**config.mk**
```make
export PLATFORM = sky130hd
export DESIGN_NAME = jl_nextpc
export DESIGN_NICKNAME = d
export VERILOG_FILES = /design/src/rtl/jl_pkg.sv /design/src/rtl/jl_decode.sv /design/src/rtl/jl_target.sv /design/src/rtl/jl_pcmux.sv /design/src/rtl/jl_wbmux.sv /design/src/rtl/jl_nextpc.sv
export SDC_FILE = /design/constraint.sdc
export NUM_CORES = 1
export LEC_CHECK = 0
export ABC_AREA = 1
export CAP_MARGIN = 20
export CORE_AREA = 3 3 104 106
export DETAILED_ROUTE_END_ITERATION = 7
export DIE_AREA = 0 0 107 109
export PLACE_DENSITY = 0.72
export SLEW_MARGIN = 20
export SYNTH_ARGS = -nofsm -noshare
export SYNTH_HDL_FRONTEND = slang
export SYNTH_SLANG_ARGS = --single-unit
```
**constraint.sdc**
```tcl
create_clock -name vclk -period 2.4
set_clock_uncertainty 0.2 [all_clocks]
set_input_delay 0.24 -clock vclk [all_inputs]
set_output_delay 0.24 -clock vclk [all_outputs]
set_load 0.1 [all_outputs]
```
**src/rtl/jl_pkg.sv**
```systemverilog
package jl_pkg;
    localparam int XLEN      = 32;
    localparam int REG_AW    = 5;
    localparam int OPC_W     = 6;
    localparam int FUN_W     = 6;
    localparam int JIDX_W    = 26;
    localparam int LINK_REG  = 31;

    localparam logic [OPC_W-1:0] OPC_SPECIAL = 6'b000000;
    localparam logic [OPC_W-1:0] OPC_JUMP    = 6'b000010;
    localparam logic [OPC_W-1:0] OPC_JLINK   = 6'b000011;
    localparam logic [FUN_W-1:0] FUN_JREG    = 6'b001000;

    typedef enum logic [1:0] {
        SEL_SEQ    = 2'b00,
        SEL_BRANCH = 2'b01,
        SEL_REGJMP = 2'b10,
        SEL_ABSJMP = 2'b11
    } pcsel_e;

    typedef enum logic [1:0] {
        KIND_OTHER = 2'b00,
        KIND_JUMP  = 2'b01,
        KIND_JLINK = 2'b10,
        KIND_JREG  = 2'b11
    } jkind_e;
endpackage

```
**src/rtl/jl_decode.sv**
```systemverilog
module jl_decode
    import jl_pkg::*;
(
    input  logic [OPC_W-1:0] opcode,
    input  logic [FUN_W-1:0] funct,
    input  logic             branch_take,
    input  logic             reg_write_in,
    output jkind_e           kind,
    output pcsel_e           sel,
    output logic             link,
    output logic             wr_en
);
    always_comb begin
        kind = KIND_OTHER;
        unique case (opcode)
            OPC_JUMP:    kind = KIND_JUMP;
            OPC_JLINK:   kind = KIND_JLINK;
            OPC_SPECIAL: kind = (funct == FUN_JREG) ? KIND_JREG : KIND_OTHER;
            default:     kind = KIND_OTHER;
        endcase
    end

    always_comb begin
        sel   = SEL_SEQ;
        link  = 1'b0;
        wr_en = reg_write_in;
        unique case (kind)
            KIND_JUMP: begin
                sel   = SEL_ABSJMP;
                wr_en = 1'b0;
            end
            KIND_JLINK: begin
                sel   = SEL_ABSJMP;
                link  = 1'b1;
                wr_en = 1'b1;
            end
            KIND_JREG: begin
                sel   = SEL_REGJMP;
                wr_en = 1'b0;
            end
            default: begin
                sel = branch_take ? SEL_BRANCH : SEL_SEQ;
            end
        endcase
    end

    always_comb begin
        if (kind == KIND_JUMP) assert (!wr_en) else $error("AST_J_NO_WRITE");
        if (kind == KIND_JREG) assert (sel == SEL_REGJMP && !wr_en) else $error("AST_JR_SELECT");
    end
endmodule

```
**src/rtl/jl_target.sv**
```systemverilog
module jl_target
    import jl_pkg::*;
(
    input  logic [XLEN-1:0]   pc,
    input  logic [JIDX_W-1:0] jidx,
    output logic [XLEN-1:0]   pc_plus4,
    output logic [XLEN-1:0]   jump_target
);
    localparam int TOP_W = XLEN - JIDX_W - 2;

    logic [TOP_W-1:0] region;

    always_comb begin
        pc_plus4    = pc + XLEN'(4);
        region      = pc_plus4[XLEN-1 -: TOP_W];
        jump_target = {region, jidx, 2'b00};
    end
endmodule

```
**src/rtl/jl_pcmux.sv**
```systemverilog
module jl_pcmux
    import jl_pkg::*;
(
    input  pcsel_e          sel,
    input  logic [XLEN-1:0] seq_pc,
    input  logic [XLEN-1:0] br_pc,
    input  logic [XLEN-1:0] reg_pc,
    input  logic [XLEN-1:0] jmp_pc,
    output logic [XLEN-1:0] next_pc
);
    always_comb begin
        unique case (sel)
            SEL_SEQ:    next_pc = seq_pc;
            SEL_BRANCH: next_pc = br_pc;
            SEL_REGJMP: next_pc = reg_pc;
            SEL_ABSJMP: next_pc = jmp_pc;
            default:    next_pc = seq_pc;
        endcase
    end
endmodule

```
**src/rtl/jl_wbmux.sv**
```systemverilog
module jl_wbmux
    import jl_pkg::*;
(
    input  logic              link,
    input  logic [REG_AW-1:0] dest_in,
    input  logic [XLEN-1:0]   wb_in,
    input  logic [XLEN-1:0]   ret_addr,
    output logic [REG_AW-1:0] wr_reg,
    output logic [XLEN-1:0]   wr_data
);
    localparam logic [REG_AW-1:0] LINK_NUM = REG_AW'(LINK_REG);

    always_comb begin
        wr_reg  = link ? LINK_NUM : dest_in;
        wr_data = link ? ret_addr : wb_in;
    end
endmodule

```
**src/rtl/jl_nextpc.sv**
```systemverilog
module jl_nextpc
    import jl_pkg::*;
(
    input  logic [31:0] instr,
    input  logic [31:0] pc,
    input  logic        branch_take,
    input  logic [31:0] branch_target,
    input  logic [31:0] rs_val,
    input  logic [4:0]  dest_in,
    input  logic [31:0] wb_in,
    input  logic        reg_write_in,
    output logic [31:0] next_pc,
    output logic [1:0]  pc_src,
    output logic [31:0] pc_plus4,
    output logic [4:0]  wr_reg,
    output logic [31:0] wr_data,
    output logic        wr_en
);
    jkind_e            kind;
    pcsel_e            sel;
    logic              link;
    logic [XLEN-1:0]   jump_target;

    jl_decode u_decode (
        .opcode       (instr[XLEN-1 -: OPC_W]),
        .funct        (instr[FUN_W-1:0]),
        .branch_take  (branch_take),
        .reg_write_in (reg_write_in),
        .kind         (kind),
        .sel          (sel),
        .link         (link),
        .wr_en        (wr_en)
    );

    jl_target u_target (
        .pc          (pc),
        .jidx        (instr[JIDX_W-1:0]),
        .pc_plus4    (pc_plus4),
        .jump_target (jump_target)
    );

    jl_pcmux u_pcmux (
        .sel     (sel),
        .seq_pc  (pc_plus4),
        .br_pc   (branch_target),
        .reg_pc  (rs_val),
        .jmp_pc  (jump_target),
        .next_pc (next_pc)
    );

    jl_wbmux u_wbmux (
        .link     (link),
        .dest_in  (dest_in),
        .wb_in    (wb_in),
        .ret_addr (pc_plus4),
        .wr_reg   (wr_reg),
        .wr_data  (wr_data)
    );

    assign pc_src = sel;

    always_comb begin
        if (sel == SEL_SEQ) assert (next_pc == pc_plus4) else $error("AST_SEQ_PATH");
        if (sel == SEL_ABSJMP) assert (next_pc[1:0] == 2'b00 && next_pc[31:28] == pc_plus4[31:28]) else $error("AST_JUMP_REGION");
        if (link) assert (wr_en && wr_reg == 5'd31 && wr_data == pc_plus4) else $error("AST_LINK_WRITE");
        if (sel == SEL_REGJMP) assert (next_pc == rs_val) else $error("AST_REG_TARGET");
        if (kind != KIND_OTHER) assert (sel == SEL_ABSJMP || sel == SEL_REGJMP) else $error("AST_JUMP_OVERRIDE");
    end
endmodule

```
# Yosys cells after proc, flatten, opt, wreduce, memory -nomap -nowiden
# Index checks and enable logic that the tools add are counted.
# Widths: inputs -> output; s select.
# word_totals
ff_bits,0
out_inout_bits,104
wordCells,23
# op_classes
add_sub_neg,1
mux,9
reduce_logical,4
eq_ne,9
# op_table
cell,n
$pmux 32 s4,1
$add 32x3->32 const B,1
$mux 32,1
$eq 6x2->1 const B,2
$eq 2x2->1 const B,4
$eq 6x4->1 const B,1
$logic_not 6->1,1
$pmux 2 s3,1
$mux 5,1
$eq 2x1->1 const B,2
$pmux 2 s2,1
$reduce_or 2->1,2
$logic_not 2->1,1
$mux 1,2
$mux 2,1
$pmux 1 s2,1

# Longest topological paths before layout
# depth
ltp_word,8
mapped_depth,14
mapped_depth_nobuf,12

# Modules after synthesis
# Synthesis repeated with hierarchy kept, for this count alone.
# hier_totals
cells_unflattened,552
hier_area_um2,2920.3
# modules_own_cells
mod,n_inst,seq_area_each_um2,cells_per_inst,area_each_um2
jl_target,1,0.0,210,1153.6
jl_pcmux,1,0.0,186,1078.5
jl_wbmux,1,0.0,109,459.2
jl_decode,1,0.0,47,229.0

# Worst setup path before layout
# No wires, ideal clock.
# synth_timing
path_type,input to output
start,in pc[2]
end,out next_pc[9]
stages,6
required_time_ps,1960
slack_ps,-2279
t_arrival_ps,4239
cell_sequence,inv_1 -> nor2_2 -> nand2_2 -> xnor2_1 -> nor2_1 -> a21oi_1
# synth_between
elab_chain_len,2
# synth_rtl
item,line,rtl
from (decl),jl_nextpc.sv:5,"input logic [31:0] pc,"
$add 32x3->32,jl_target.sv:14,pc_plus4 = pc + XLEN'(4);
net pc_plus4[9],jl_nextpc.sv:14,"output logic [31:0] pc_plus4,"
$pmux 32 s4,jl_pcmux.sv:12,unique case (sel)
to (decl),jl_nextpc.sv:12,"output logic [31:0] next_pc,"
# The timed path passes the listed nets, and every way through them passes these cells.

# Worst setup path after layout
# layout_timing
start,in instr[30]
end,out next_pc[17]
# layout_between
elab_chain_len,7
word_cells_on_any_way,14
classes_between,eq/ne: 8; mux: 3; reduce/logical: 3
# layout_rtl
item,line,rtl
from (decl),jl_nextpc.sv:4,"input logic [31:0] instr,"
$eq 6x2->1 / $logic_not 6->1 (equally long branches),jl_decode.sv:15,unique case (opcode)
$pmux 2 s3 (*),jl_decode.sv:15,
$eq 2x2->1 / $eq 2x1->1 (equally long branches),n/a,
$reduce_or 2->1 (no line),n/a,
$pmux 2 s2 (*),jl_decode.sv:27,unique case (kind)
$eq 2x2->1 (tied with other cells),n/a,
$pmux 32 s4 (*),jl_pcmux.sv:12,
# Mark *: on every way between the ends. The rest lies on a longest branch, timed or not.

==> impl_metrics.ini <==
[detailed_routing]
postRouteAntennaNets = 0
drtIter0Drc = 239
drc = 0
via_per_inst = 4.95
dr_total_vias = 4776
wl_per_cell_um = 20.6
totalWireLength_um = 19900
firstDrtPassIters = 5

[finish]
nets = 1003
fill_cells = 558
nClkBuffers = 0
seq_area_um2 = 0
area_growth_pct = 273
seq_cells = 0
drive_above_1_share = 0.498
antenna_cells = 0

[global_route]
grt_pass1_vias = 5010
antenna_found_initial = 0
grt_start_max_net_pins = 18
track_usage = 0.317
gr-total-overflow = 0
grt_pass1_wl_um = 28500

[sta]
tns_ns = -24.35
period_needed_ns = 2.94
tightest_slew_ns = 0.593
fin_crit_sh = 1.22
slew_headroom = 0.602
setup_viol = 71
rsz0062_at_grt = true
max_freq_ghz = 0.340
hold_viol_final = 0
worst_slack_ns = -0.538
finalMaxSlewViolations = 0

[die]
die_h_um = 109
core.rowCount = 36
die_w_um = 107
ios = 271
core_area_mm2 = 0.00986
start_util = 0.225
fp.dieArea_mm2 = 0.0117

[critical_path]
cp_num_buf_inv = 5
cp.arrival_ns = 2.50
critPathMaxStageDelay_ns = 0.31
critPathKind = input port to output port
cp_max_fo = 6
worstSetupEndpointType = output port
crit_family = buffers and inverters
cp_cell_sequence = dlygate4sd2_1 > nor2_4 > nand3_1 > nor2_2 > nor2_4 > ha_4 > nor2_4 > buf_6 > buf_12 > a22o_1 > a21oi_1 > buf_4 > nand2_8 > buf_12
slowest_stage = ha_4
start_kind = input port
worstPathRequired_ns = 1.96
path_common_cell = nor2_4

[synthesis]
synth_top_cell_by_area = nand2_1
synth.distinct_cells = 30
ys_seq_area_frac = 0
synth_cells = 469
syn_area_mm2 = 0.00222
synth_top_area_frac = 0.409
synth_warnings = 0
ys_top_cells_by_area = nand2_1, a22o_1, nor2_1
avgSynthCellArea_um2 = 4.74
synth_nets = 639

[placed_design]
hpwl_um = 15500
io_buffer_count = 271
place_ws_ns = -0.854
gp_congestion = 0.950

[cts]
ctsHoldBuffers = 0

[hold_path]
hold_start = instr[0]
min_path_cells = 4
hold_path_end = next_pc[2]
min_path_type = input port to output port

[pwr]
power_leakage_uw = 0.00368
p_per_area_mw_per_mm2 = 284
peakVddDrop_v = 0.000194

[outcome]
violations = setup timing
status = complete, but fails checks

[job]
cap_violations = 0
==> synthesized netlist by cell type <==
cell type  count
or2_2          7
buf_4          3
o21ai_0        8
nand2_4        1
nand3_1       24
a22o_1        22
o2111ai_1      1
a221oi_1       3
inv_1         25
a21oi_1       20
nand3_2        1
nor2_4         5
nor2_2         6
nand3b_1       3
inv_2          2
buf_1          1
nand2_2        3
xnor2_1        7
nor2_1        46
or3_1          1
nor3_1         1
nand4_1        5
ha_1           3
xor2_2         3
and2_1         5
nand2_1      242
buf_2          7
clkbuf_1       8
clkinv_1       3
xor2_1         3
==> worst max path at each step <==
stage | endpoint | startpoint | depth (start not counted) | slack, ns
4_1_cts | next_pc[17] | instr[0] | 15 | -0.44
2_1_floorplan | next_pc[8] | instr[1] | 12 | -0.52
6_report | next_pc[17] | instr[30] | 14 | -0.54
3_3_place_gp | next_pc[17] | instr[1] | 14 | -0.74
3_5_place_dp | next_pc[20] | instr[1] | 13 | -0.85
5_1_grt | next_pc[17] | instr[30] | 14 | -0.60
==> layout make-up <==
type | instances | area, um^2 | share of cell area
repair buffers | 379 | 4690 | 0.566
multi-input cells | 420 | 3240 | 0.391
well taps | 133 | 166 | 0.0201
inverters | 30 | 160 | 0.0193
repair inverters | 2 | 27.5 | 0.00332
==> logic make-up after synthesis <==
kind of cell / share of synthesized area
xor+xnor: 0.0614
simple gates: 0.664
buf+inv: 0.0918
fa+ha+maj: 0.0169
compound gates: 0.166
==> routing by layer <==
layer | global-route usage | wire, um | up-vias | part of all wire
li1 | - | - | 2233 | -
met1 | 0.347 | 6900 | 2213 | 0.35
met2 | 0.589 | 10300 | 250 | 0.52
met3 | 0.0669 | 1490 | 80 | 0.075
met4 | 0.139 | 1200 | 0 | 0.060
met5 | 0 | 0 | - | 0
==> cells in the final DEF, fill, tap and decap left out, types with 3 or more instances in the layout <==
| cell | Yosys | final |
|---|---|---|
| nand2_8 | 0 | 14 |
| nand2_2 | 3 | 45 |
| xnor2_4 | 0 | 6 |
| nand3b_1 | 3 | 3 |
| a21oi_4 | 0 | 3 |
| nand3_1 | 24 | 20 |
| nand3_2 | 1 | 3 |
| buf_6 | 0 | 10 |
| nand4_1 | 5 | 5 |
| nor2_4 | 5 | 16 |
| a22o_1 | 22 | 22 |
| buf_4 | 3 | 91 |
| o21ai_4 | 0 | 5 |
| buf_12 | 0 | 110 |
| inv_1 | 25 | 22 |
| nor2_2 | 6 | 12 |
| xor2_4 | 0 | 5 |
| nor2_1 | 46 | 29 |
| nand2_1 | 242 | 146 |
| and2_1 | 5 | 4 |
| clkdlybuf4s50_1 | 0 | 141 |
| nand2_4 | 1 | 41 |
| ha_4 | 0 | 3 |
| dlymetal6s2s_1 | 0 | 7 |
| dlygate4sd2_1 | 0 | 11 |
| or2_4 | 0 | 5 |
| a21oi_2 | 0 | 16 |
==> through the flow <==
step | utilization | hold slack [ns] | cell area, um^2 | cells | total power [uW]
3_3_place_gp | 0.789 | 0.975 | 7780 | 945 | 2270
3_5_place_dp | 0.789 | 0.979 | 7780 | 945 | 2290
2_1_floorplan | - | 0.462 | 3310 | 469 | 1260
6_report | 0.840 | 0.663 | 8290 | 964 | 2350
4_1_cts | 0.826 | 0.728 | 8150 | 960 | 2330
5_1_grt | 0.840 | 0.679 | 8290 | 964 | 2420
==> power breakdown <==
| part | switching [uW] | internal (uW) |
|---|---|---|
| Combinational | 1410 | 941 |
| Clock | 0 | 0 |
| Sequential | 0 | 0 |
| Total | 1410 | 941 |
==> what timing repair did <==
| item | in CTS | in global routing |
|---|---|---|
| buffers inserted | 11 | 5 |
| pin swaps | 25 | 18 |
| hold endpoints to repair | 0 | 0 |
| gates cloned | 4 | 0 |
| setup endpoints to repair | 95 | 90 |
| resized for setup | 97 | 43 |
==> worst min-delay path, stage by stage <==
cell,delay (ns)
buf_6,0.09
nand2_4,0.05
o2111ai_4,0.07
buf_12,0.17
(Power assumes the default switching activity.)
